`src/rtl/ilpwm_pkg.sv`:
```
package ilpwm_pkg;
  localparam int LEGS       = 3;
  localparam int CARRIERS   = 2 * LEGS;
  localparam int PEAK_FLOOR = 3;

  // Carrier k = 2*leg + (0 upper, 1 lower); result is valley position in sixths.
  function automatic int unsigned slot_of(input int unsigned k);
    if (k % 2 == 0) return k;
    return (k - 1 + LEGS) % CARRIERS;
  endfunction

  function automatic int unsigned clamp_peak(input int unsigned p);
    return (p < PEAK_FLOOR) ? PEAK_FLOOR : p;
  endfunction

  // Position of a carrier inside its own period, valley at zero.
  function automatic int unsigned phase_q(input int unsigned pos,
                                          input int unsigned peak,
                                          input int unsigned slot);
    int unsigned per;
    int unsigned off;
    int unsigned q;
    per = 2 * peak;
    off = (slot * per) / CARRIERS;
    q   = pos + per - off;
    if (q >= per) q = q - per;
    if (q >= per) q = q - per;
    return q;
  endfunction

  // Reference is high for 2*cmd positions centred on the valley.
  function automatic logic ref_on(input int unsigned q,
                                  input int unsigned cmd,
                                  input int unsigned peak);
    if (cmd >= peak) return 1'b1;
    if (cmd == 0) return 1'b0;
    return (q <= cmd) || (q > 2 * peak - cmd);
  endfunction
endpackage

```
`src/rtl/ilpwm_timebase.sv`:
```
module ilpwm_timebase
  import ilpwm_pkg::*;
#(
  parameter int CW = 12
) (
  input  logic          clk,
  input  logic          rst_n,
  input  logic          en,
  input  logic [CW-1:0] cmd_in,
  input  logic [CW-1:0] peak_in,
  output logic [CW:0]   pos,
  output logic [CW-1:0] cmd_q,
  output logic [CW-1:0] peak_q
);
  localparam int PW = CW + 1;

  logic [PW-1:0] per_w;
  logic          wrap_w;
  logic          upd_w;
  logic [CW-1:0] peak_eff_w;

  assign peak_eff_w = CW'(clamp_peak(32'(peak_in)));
  assign per_w      = {peak_q, 1'b0};
  assign wrap_w     = (pos >= per_w - PW'(1));
  assign upd_w      = (pos == PW'(peak_q) - PW'(1));

  always_ff @(posedge clk or negedge rst_n) begin
    if (!rst_n) begin
      pos    <= '0;
      cmd_q  <= '0;
      peak_q <= CW'(PEAK_FLOOR);
    end else if (!en) begin
      pos    <= '0;
      cmd_q  <= cmd_in;
      peak_q <= peak_eff_w;
    end else begin
      pos <= wrap_w ? '0 : pos + PW'(1);
      if (upd_w) begin
        cmd_q  <= cmd_in;
        peak_q <= peak_eff_w;
      end
    end
  end

  // Settings move only at the leg 0 top carrier peak while running
  assert_hold_R8: assert property (@(posedge clk) disable iff (!rst_n)
    (en && $past(en) && !$past(upd_w)) |-> ($stable(cmd_q) && $stable(peak_q)));

  // The period closes back to the valley
  assert_wrap_R2: assert property (@(posedge clk) disable iff (!rst_n)
    (en && wrap_w) |=> (pos == '0));
endmodule

```
`src/rtl/ilpwm_carrier.sv`:
```
module ilpwm_carrier
  import ilpwm_pkg::*;
#(
  parameter int          CW   = 12,
  parameter int unsigned SLOT = 0
) (
  input  logic [CW:0]   pos,
  input  logic [CW-1:0] cmd,
  input  logic [CW-1:0] peak,
  output logic          on
);
  always_comb begin
    on = ref_on(phase_q(32'(pos), 32'(peak), SLOT), 32'(cmd), 32'(peak));
  end
endmodule

```
`src/rtl/ilpwm_deadband.sv`:
```
module ilpwm_deadband #(
  parameter int DTW = 6
) (
  input  logic           clk,
  input  logic           rst_n,
  input  logic           run,
  input  logic           ref_in,
  input  logic [DTW-1:0] dead,
  output logic           hi,
  output logic           lo
);
  logic           ref_q;
  logic           live_q;
  logic [DTW-1:0] cnt_q;
  logic           quiet_w;

  assign quiet_w = (cnt_q == '0);

  always_ff @(posedge clk or negedge rst_n) begin
    if (!rst_n) begin
      ref_q  <= 1'b0;
      live_q <= 1'b0;
      cnt_q  <= '0;
    end else if (!run) begin
      ref_q  <= 1'b0;
      live_q <= 1'b0;
      cnt_q  <= dead;
    end else begin
      live_q <= 1'b1;
      if (ref_in != ref_q) begin
        ref_q <= ref_in;
        cnt_q <= dead;
      end else if (!quiet_w) begin
        cnt_q <= cnt_q - DTW'(1);
      end
    end
  end

  assign hi = live_q & quiet_w & ref_q;
  assign lo = live_q & quiet_w & ~ref_q;

  // A direct hand-over between partners is only legal with zero dead time
  assert_gap_down_R7: assert property (@(posedge clk) disable iff (!rst_n)
    ($past(hi) && lo) |-> (dead == '0));
  assert_gap_up_R7: assert property (@(posedge clk) disable iff (!rst_n)
    ($past(lo) && hi) |-> (dead == '0));

  // Disable forces the pair off on the next edge
  assert_off_R9: assert property (@(posedge clk) disable iff (!rst_n)
    !run |=> (!hi && !lo));
endmodule

```
`src/rtl/ilpwm_gen.sv`:
```
module ilpwm_gen
  import ilpwm_pkg::*;
#(
  parameter int CW  = 12,
  parameter int DTW = 6
) (
  input  logic              clk,
  input  logic              rst_n,
  input  logic              en,
  input  logic [CW-1:0]     duty_cmd,
  input  logic [CW-1:0]     peak_set,
  input  logic [DTW-1:0]    dead_set,
  output logic [4*LEGS-1:0] gate
);
  logic [CW:0]         pos_w;
  logic [CW-1:0]       cmd_w;
  logic [CW-1:0]       peak_w;
  logic [CARRIERS-1:0] ref_w;
  logic [CARRIERS-1:0] hi_w;
  logic [CARRIERS-1:0] lo_w;

  ilpwm_timebase #(.CW(CW)) u_tb (
    .clk    (clk),
    .rst_n  (rst_n),
    .en     (en),
    .cmd_in (duty_cmd),
    .peak_in(peak_set),
    .pos    (pos_w),
    .cmd_q  (cmd_w),
    .peak_q (peak_w)
  );

  for (genvar k = 0; k < CARRIERS; k++) begin : g_car
    localparam int LEG = k / 2;

    ilpwm_carrier #(.CW(CW), .SLOT(slot_of(k))) u_car (
      .pos (pos_w),
      .cmd (cmd_w),
      .peak(peak_w),
      .on  (ref_w[k])
    );

    ilpwm_deadband #(.DTW(DTW)) u_db (
      .clk   (clk),
      .rst_n (rst_n),
      .run   (en),
      .ref_in(ref_w[k]),
      .dead  (dead_set),
      .hi    (hi_w[k]),
      .lo    (lo_w[k])
    );

    if (k % 2 == 0) begin : g_top
      assign gate[4*LEG+0] = hi_w[k];
      assign gate[4*LEG+1] = lo_w[k];
    end else begin : g_bot
      assign gate[4*LEG+3] = hi_w[k];
      assign gate[4*LEG+2] = lo_w[k];
    end
  end

  for (genvar l = 0; l < LEGS; l++) begin : g_chk
    assert_pair_top_R1: assert property (@(posedge clk) disable iff (!rst_n)
      !(gate[4*l+0] && gate[4*l+1]));
    assert_pair_bot_R1: assert property (@(posedge clk) disable iff (!rst_n)
      !(gate[4*l+2] && gate[4*l+3]));
  end
endmodule

```
`config.mk`:
```
export PLATFORM = sky130hd
export DESIGN_NAME = ilpwm_gen
export DESIGN_NICKNAME = d
export VERILOG_FILES = /design/src/rtl/ilpwm_pkg.sv /design/src/rtl/ilpwm_timebase.sv /design/src/rtl/ilpwm_carrier.sv /design/src/rtl/ilpwm_deadband.sv /design/src/rtl/ilpwm_gen.sv
export SDC_FILE = /design/constraint.sdc
export NUM_CORES = 1
export LEC_CHECK = 0
export CORE_MARGIN = 2
export CORE_UTILIZATION = 30
export CTS_CLUSTER_SIZE = 28
export DETAILED_ROUTE_END_ITERATION = 10
export PLACE_DENSITY_LB_ADDON = 0.12
export SYNTH_ARGS = -nofsm -noshare
export SYNTH_HDL_FRONTEND = slang
export SYNTH_SLANG_ARGS = --single-unit
export TNS_END_PERCENT = 1
```
`constraint.sdc`:
```
create_clock -name clk -period 31.2 [get_ports clk]
set_input_delay 4.68 -clock clk [delete_from_list [all_inputs] [get_ports clk]]
set_output_delay 4.68 -clock clk [all_outputs]
set_load 0.1 [all_outputs]
```
# Word level (Yosys, flattened, before mapping)
# Index checks and enable logic that the tools add are counted.
# totals
register_bits,80
inputBits,33
output_inout_bits,12
word_cells,202
# op_classes
magnitude_cmp,27
bitwise_logic,24
div_mod_pow,5
n_mul,2
n_addsub,28
n_reduce_logical,13
eq_ne,20
mux,67
# ops
op,n
greater-or-equal comparator 32 x 13 -> 1 bit,12
2-to-1 mux 32 bit,12
subtractor 32 x 13 -> 32 bit,12
> comparator 32 bit,6
<= comparator 32 x 12 -> 1 bit,6
subtractor 32 bit,5
2-to-1 mux 6 bit,18
2-to-1 mux 12 bit,5
logical NOT 6 bit,6
subtractor 6 x 1 -> 6 bit (second input constant),6
divider 13 x 3 -> 32 bit (second input constant),1
divider 14 x 3 -> 32 bit (second input constant),1
divider 15 x 3 -> 32 bit (second input constant),1
divider 16 x 3 -> 32 bit (second input constant),1
divider 17 x 3 -> 32 bit (second input constant),1
2-to-1 mux 1 bit,30
2-to-1 mux 13 bit,2
bitwise AND 1 bit,18
!= test 3 bit (second input constant),6
multiplier 3 x 12 -> 15 bit (first input constant),1
adder 13 x 13 -> 14 bit,1
multiplier 2 x 12 -> 14 bit (first input constant),1
!= test 2 x 1 -> 1 bit (second input constant),7
subtractor 13 x 12 -> 14 bit,1
other kinds (11),26

# Longest topological paths before layout
# logic_depth
word_depth,14
mapped_depth,112
depth_no_buf,100

# Cells and area by module
# From an unflattened synthesis, not the netlist that was laid out.
# hier_totals
hier_cells,5375
hier_area_um2,40493.8
# by_module_without_submodules
module,instances,cells_per_inst,area_each_um2
ilpwm_carrier (g_car[1].u_car),1,1002,7015.5
ilpwm_carrier (g_car[4].u_car),1,919,6593.8
ilpwm_carrier (g_car[3].u_car),1,857,6174.7
ilpwm_carrier (g_car[2].u_car),1,838,6000.8
ilpwm_carrier (g_car[5].u_car),1,771,5651.7
ilpwm_carrier (g_car[0].u_car),1,530,3966.3
ilpwm_deadband,6,42,476.7
ilpwm_timebase,1,206,2230.9

# Worst setup path after synthesis
# OpenSTA, ideal clock, no wires.
# synth_timing
path_kind,register to register
start,reg u_tb.peak_q[1]
end,reg g_car[4].u_db.cnt_q[0]
slack_ns,10.823
synth_period_minus_slack_ns,20.377
arrival_time_ns,20.253
required_ns,31.075
path_stages_with_launch,102
n_path_buf,7
setup_time_ns,0.125
path_cell_list,dfstp_2 > clkbuf_1 > clkinv_1 > ha_1 > and3b_1 > buf_6 > nand2_1 > a21oi_1 > inv_1 > ha_1 > nand2b_1 > o21ai_0 > or2_1 > clkbuf_1 > nor3_1 > o31ai_1 > o31ai_2 > a22oi_1 > [66 not listed] > o21ai_0 > nand2b_1 > a21oi_1 > nor2b_1 > o21ai_0 > nand2b_1 > a21oi_1 > o31ai_1 > nand3_1 > o211ai_1 > a221oi_1 > a41oi_1 > nor2_1 > o21ai_0 > xnor2_1 > and2_1 > clkbuf_1 > mux2_2
# synth_between
elab_chain_cells,13
# synth_rtl
item,line_no,text
"start, declared",ilpwm_timebase.sv:13,output logic [CW-1:0] peak_q
"start signal, assigned",ilpwm_timebase.sv:31,peak_q <= CW'(PEAK_FLOOR);
"start signal, assigned",ilpwm_timebase.sv:35,peak_q <= peak_eff_w;
"start signal, assigned",ilpwm_timebase.sv:40,peak_q <= peak_eff_w;
divider 15 x 3 -> 32 bit / adder 13 x 13 -> 14 bit (equally long branches),"ilpwm_pkg.sv:24, ilpwm_pkg.sv:25",
subtractor 32 bit,ilpwm_pkg.sv:25,q = pos + per - off;
subtractor 32 x 13 -> 32 bit / greater-or-equal comparator 32 x 13 -> 1 bit (equally long branches),ilpwm_pkg.sv:26,if (q >= per) q = q - per;
2-to-1 mux 32 bit,ilpwm_pkg.sv:26,
subtractor 32 x 13 -> 32 bit / greater-or-equal comparator 32 x 13 -> 1 bit (equally long branches),ilpwm_pkg.sv:27,if (q >= per) q = q - per;
2-to-1 mux 32 bit,ilpwm_pkg.sv:27,
<= comparator 32 x 12 -> 1 bit / > comparator 32 bit (equally long branches),ilpwm_pkg.sv:37,return (q <= cmd) || (q > 2 * peak - cmd);
logical OR 1 bit,ilpwm_pkg.sv:37,
2-to-1 mux 1 bit,ilpwm_pkg.sv:37,
2-to-1 mux 1 bit *,ilpwm_pkg.sv:36,if (cmd == 0) return 1'b0;
!= test 1 bit *,ilpwm_deadband.sv:30,if (ref_in != ref_q) begin
2-to-1 mux 6 bit,ilpwm_deadband.sv:30,
2-to-1 mux 6 bit,ilpwm_deadband.sv:24,end else if (!run) begin
"end signal, assigned",ilpwm_deadband.sv:34,cnt_q <= cnt_q - DTW'(1);
"end, declared",ilpwm_deadband.sv:14,logic [DTW-1:0] cnt_q;
# Every way passes the cells marked *; elsewhere a longest branch is shown, timed or not.
# A chain may end at the register's enable or synchronous reset.

# Final worst setup path
# layout_timing
start,reg u_tb.peak_q[8]
end,reg g_car[5].u_db.cnt_q[0]
# layout_between
elab_chain_cells,13
# layout_rtl
item,line_no
divider 13 x 3 -> 32 bit / adder 13 x 13 -> 14 bit (equally long branches),"ilpwm_pkg.sv:24, ilpwm_pkg.sv:25"
subtractor 32 bit,ilpwm_pkg.sv:25
subtractor 32 x 13 -> 32 bit / greater-or-equal comparator 32 x 13 -> 1 bit (equally long branches),ilpwm_pkg.sv:26
2-to-1 mux 32 bit,ilpwm_pkg.sv:26
subtractor 32 x 13 -> 32 bit / greater-or-equal comparator 32 x 13 -> 1 bit (equally long branches),ilpwm_pkg.sv:27
2-to-1 mux 32 bit,ilpwm_pkg.sv:27
<= comparator 32 x 12 -> 1 bit / > comparator 32 bit (equally long branches),ilpwm_pkg.sv:37
logical OR 1 bit,ilpwm_pkg.sv:37
2-to-1 mux 1 bit,ilpwm_pkg.sv:37
2-to-1 mux 1 bit *,ilpwm_pkg.sv:36
!= test 1 bit *,ilpwm_deadband.sv:30
2-to-1 mux 6 bit,ilpwm_deadband.sv:30
2-to-1 mux 6 bit,ilpwm_deadband.sv:24
"end signal, assigned",ilpwm_deadband.sv:34
"end, declared",ilpwm_deadband.sv:14
# Marked as above.

==> impl_metrics.env <==
export IMPL_ys_ff_latch=80
export IMPL_cts_hold_fix_buffers=0
export IMPL_cts_sinks=80
export IMPL_grt_pass1_vias=34040
export IMPL_syn_area_per_cell_um2=7.041
export IMPL_grt_pass1_wl_um=207600
export IMPL_setup_viol=0
export IMPL_async_flop_share_pct=100.0
export IMPL_critPathMaxStageDelay_ns=0.95
export IMPL_slowest_stage="or4b_2"
export IMPL_post_route_period_util_pct=76.79
export IMPL_cts_htree_levels=3
export IMPL_grtUsageTotal_pct=21.90
export IMPL_final_setup_worst_slack_ns=7.241
export IMPL_num_vias=36677
export IMPL_io_buffers=44
export IMPL_antenna_found_initial=2
export IMPL_core_area_mm2=0.1165
export IMPL_pre_cts_ws_ns=7.501
export IMPL_finalMaxSlewViolations=0
export IMPL_synth_edff_count=0
export IMPL_startpoint_type="register"
export IMPL_max_freq_mhz=41.74
export IMPL_grt_max_degree=61
export IMPL_antenna_left=0
export IMPL_cp_data_required_time_ns=31.45
export IMPL_maxCapViolCount=0
export IMPL_wl_um=136800
export IMPL_cts_root_buf="clkbuf_16"
export IMPL_slew_headroom_pct=16.77
export IMPL_worstPathArrival_ns=24.21
export IMPL_yosysSeqAreaShare_pct=5.675
export IMPL_fin_skew_ns=0.01310
export IMPL_firstDrtPassIters=7
export IMPL_setup_tns_ns=0
export IMPL_setup_worst_path_end_class="register"
export IMPL_hold_class="register to register"
export IMPL_synth_area_mm2=0.03532
export IMPL_die_h_um=347.1
export IMPL_synthCells=5016
export IMPL_vias_per_cell=5.630
export IMPL_cts_buffer_depth=2
export IMPL_max_slew_worst_pin_slew_ns=1.245
export IMPL_status="finished clean"
export IMPL_grt_setup_unrepaired="no"
export IMPL_place_gp_congestion=0.8936
export IMPL_fill_cells=12710
export IMPL_drc_errors=0
export IMPL_insertion_delay_ns=0.37
export IMPL_postCtsResizedCells=0
export IMPL_wire_per_inst_um=21.00
export IMPL_initialDrtViolationCount=2512
export IMPL_synth_distinct_cells=120
export IMPL_placedCellCount=6495
export IMPL_die_w_um=347.1
export IMPL_clkTransAtPathRegs_ns=0.07
export IMPL_crit_top_cell="o21ai_0"
export IMPL_hold_viol_final=0
export IMPL_final_util_pct=32.55
export IMPL_die_area_mm2=0.1205
export IMPL_grt_remaining_overflow=0
export IMPL_cp_max_fo=25
export IMPL_layout_nets=5616
export IMPL_start_util_pct=30.31
export IMPL_cts_tree="done"
export IMPL_post_cts_buffers=0
export IMPL_synth_flop_cell="dfrtp_1"
export IMPL_period_minus_slack_ns=23.96
export IMPL_areaGrowthSynthToFinish_pct=7.386
export IMPL_num_io_pins=45
export IMPL_syn_nets=5650
export IMPL_numCtsBuffers=9
export IMPL_rows=125
export IMPL_ys_warn_count=0
export IMPL_drive_gt1_share_pct=6.176
export IMPL_hpwlAfterDp_um=109300
export IMPL_finalNonFillerCells=6515
export IMPL_worstSetupPathType="register to register"
==> synth_stat cells, drive strengths merged, types with 30 or more instances <==
master / instances / area, µm²
nor2: 490 / 1842
o211ai: 40 / 305.3
a31oi: 57 / 371.6
a21boi: 51 / 386.6
o21bai: 45 / 337.8
a211oi: 58 / 473.0
ha: 579 / 7244
a21oi: 422 / 2131
o31ai: 49 / 387.9
nor4: 54 / 344.1
mux2i: 53 / 530.5
mux2: 85 / 957.2
nand2b: 165 / 1040
nor3: 117 / 620.6
or3: 61 / 386.6
o21ai: 407 / 2041
or2: 30 / 187.7
xor2: 91 / 804.5
nor2b: 104 / 650.6
a21o: 101 / 758.2
nand3: 133 / 675.7
and3: 48 / 300.3
and2: 87 / 544.3
clkbuf: 124 / 465.5
xnor2: 241 / 2111
o21a: 43 / 322.8
inv: 239 / 897.1
nand2: 422 / 1587
dfrtp: 78 / 1952
buf: 49 / 299.0
nand4: 111 / 694.4
==> final cells by class <==
cell class	instances	area [µm²]	share of cell area, %
Tap cell	1524	1907	5.028
Clock buffer	10	239.0	0.6301
Multi-Input combinational cell	4517	31700	83.57
Antenna cell	4	10.01	0.02639
Sequential cell	80	2009	5.298
Inverter	246	923.4	2.435
Clock inverter	6	75.07	0.1979
Timing Repair Buffer	128	1069	2.817
==> flip-flops by register name (all words and copies together), names as in the netlist <==
register           flops
g_car.u_db.cnt_q      36
u_tb.cmd_q            12
u_tb.pos              13
g_car.u_db.ref_q       6
u_tb.peak_q           12
g_car.u_db.live_q      1
==> layer usage <==
layer / up-vias / routed length (µm) / global-route usage, %
met2: 835 / 58200 / 33.96
met4: 2 / 3983 / 5.998
met3: 160 / 6356 / 2.641
met1: 17225 / 68240 / 31.60
met5: - / 13 / 0
li1: 18455 / - / -
==> logic make-up after synthesis <==
family | share of synthesized area (%)
and+or+nand+nor | 27.47
AOI/OAI and AO/OA | 27.68
adders and majority gates | 21.93
buffers and inverters | 4.779
xor gates and xnor gates | 8.254
muxes | 4.212
DFF | 5.675
==> worst max-delay path: cells and delay by family (launching register included) <==
kind | cells | cell delay, ns
simple gates | 32 | 8.73
fa+ha+maj | 5 | 1.48
xor+xnor | 1 | 0.20
flops | 1 | 0.50
buf+inv | 4 | 1.40
mux | 4 | 1.54
compound gates | 43 | 9.90
==> per-stage QoR <==
| stage | hold slack (ns) | area, µm² |
|---|---|---|
| global route | 0.6539 | 37920 |
| finish | 0.6133 | 37930 |
| detailed placement | 0.6125 | 37600 |
| floorplan | 0.5389 | 35320 |
| global placement | 0.5997 | 37600 |
| CTS | 0.6295 | 37920 |
==> worst paths after layout <==
path / end / cells after the start / from / slack (ns)
min in group asynchronous: g_car[1].u_db.cnt_q[3] / 1 / rst_n / 4.21
max in group asynchronous: u_tb.peak_q[2] / 2 / rst_n / 25.83
worst max register to register: g_car[5].u_db.cnt_q[0] / 89 / u_tb.peak_q[8] / 7.24
worst max-delay path: g_car[5].u_db.cnt_q[0] / 89 / u_tb.peak_q[8] / 7.24
worst min register to register: g_car[0].u_db.cnt_q[1] / 2 / g_car[0].u_db.cnt_q[1] / 0.61
worst min-delay path: g_car[0].u_db.cnt_q[1] / 2 / g_car[0].u_db.cnt_q[1] / 0.61
==> placed cells by master, fill, tap and decap left out, drive strengths merged, types with 87 or more instances in the layout <==
master	synthesis	layout
ha	579	579
nor2	490	490
nand2	422	422
a21oi	422	422
o21ai	407	407
inv	239	242
xnor2	241	241
nand2b	165	165
nand3	133	133
nor3	117	117
nand4	111	111
nor2b	104	104
a21o	101	101
xor2	91	91
and2	87	87
Power is left out: the tool's default activity adds up to more than one toggle a clock period on the data nets, which glitch-free logic cannot reach.
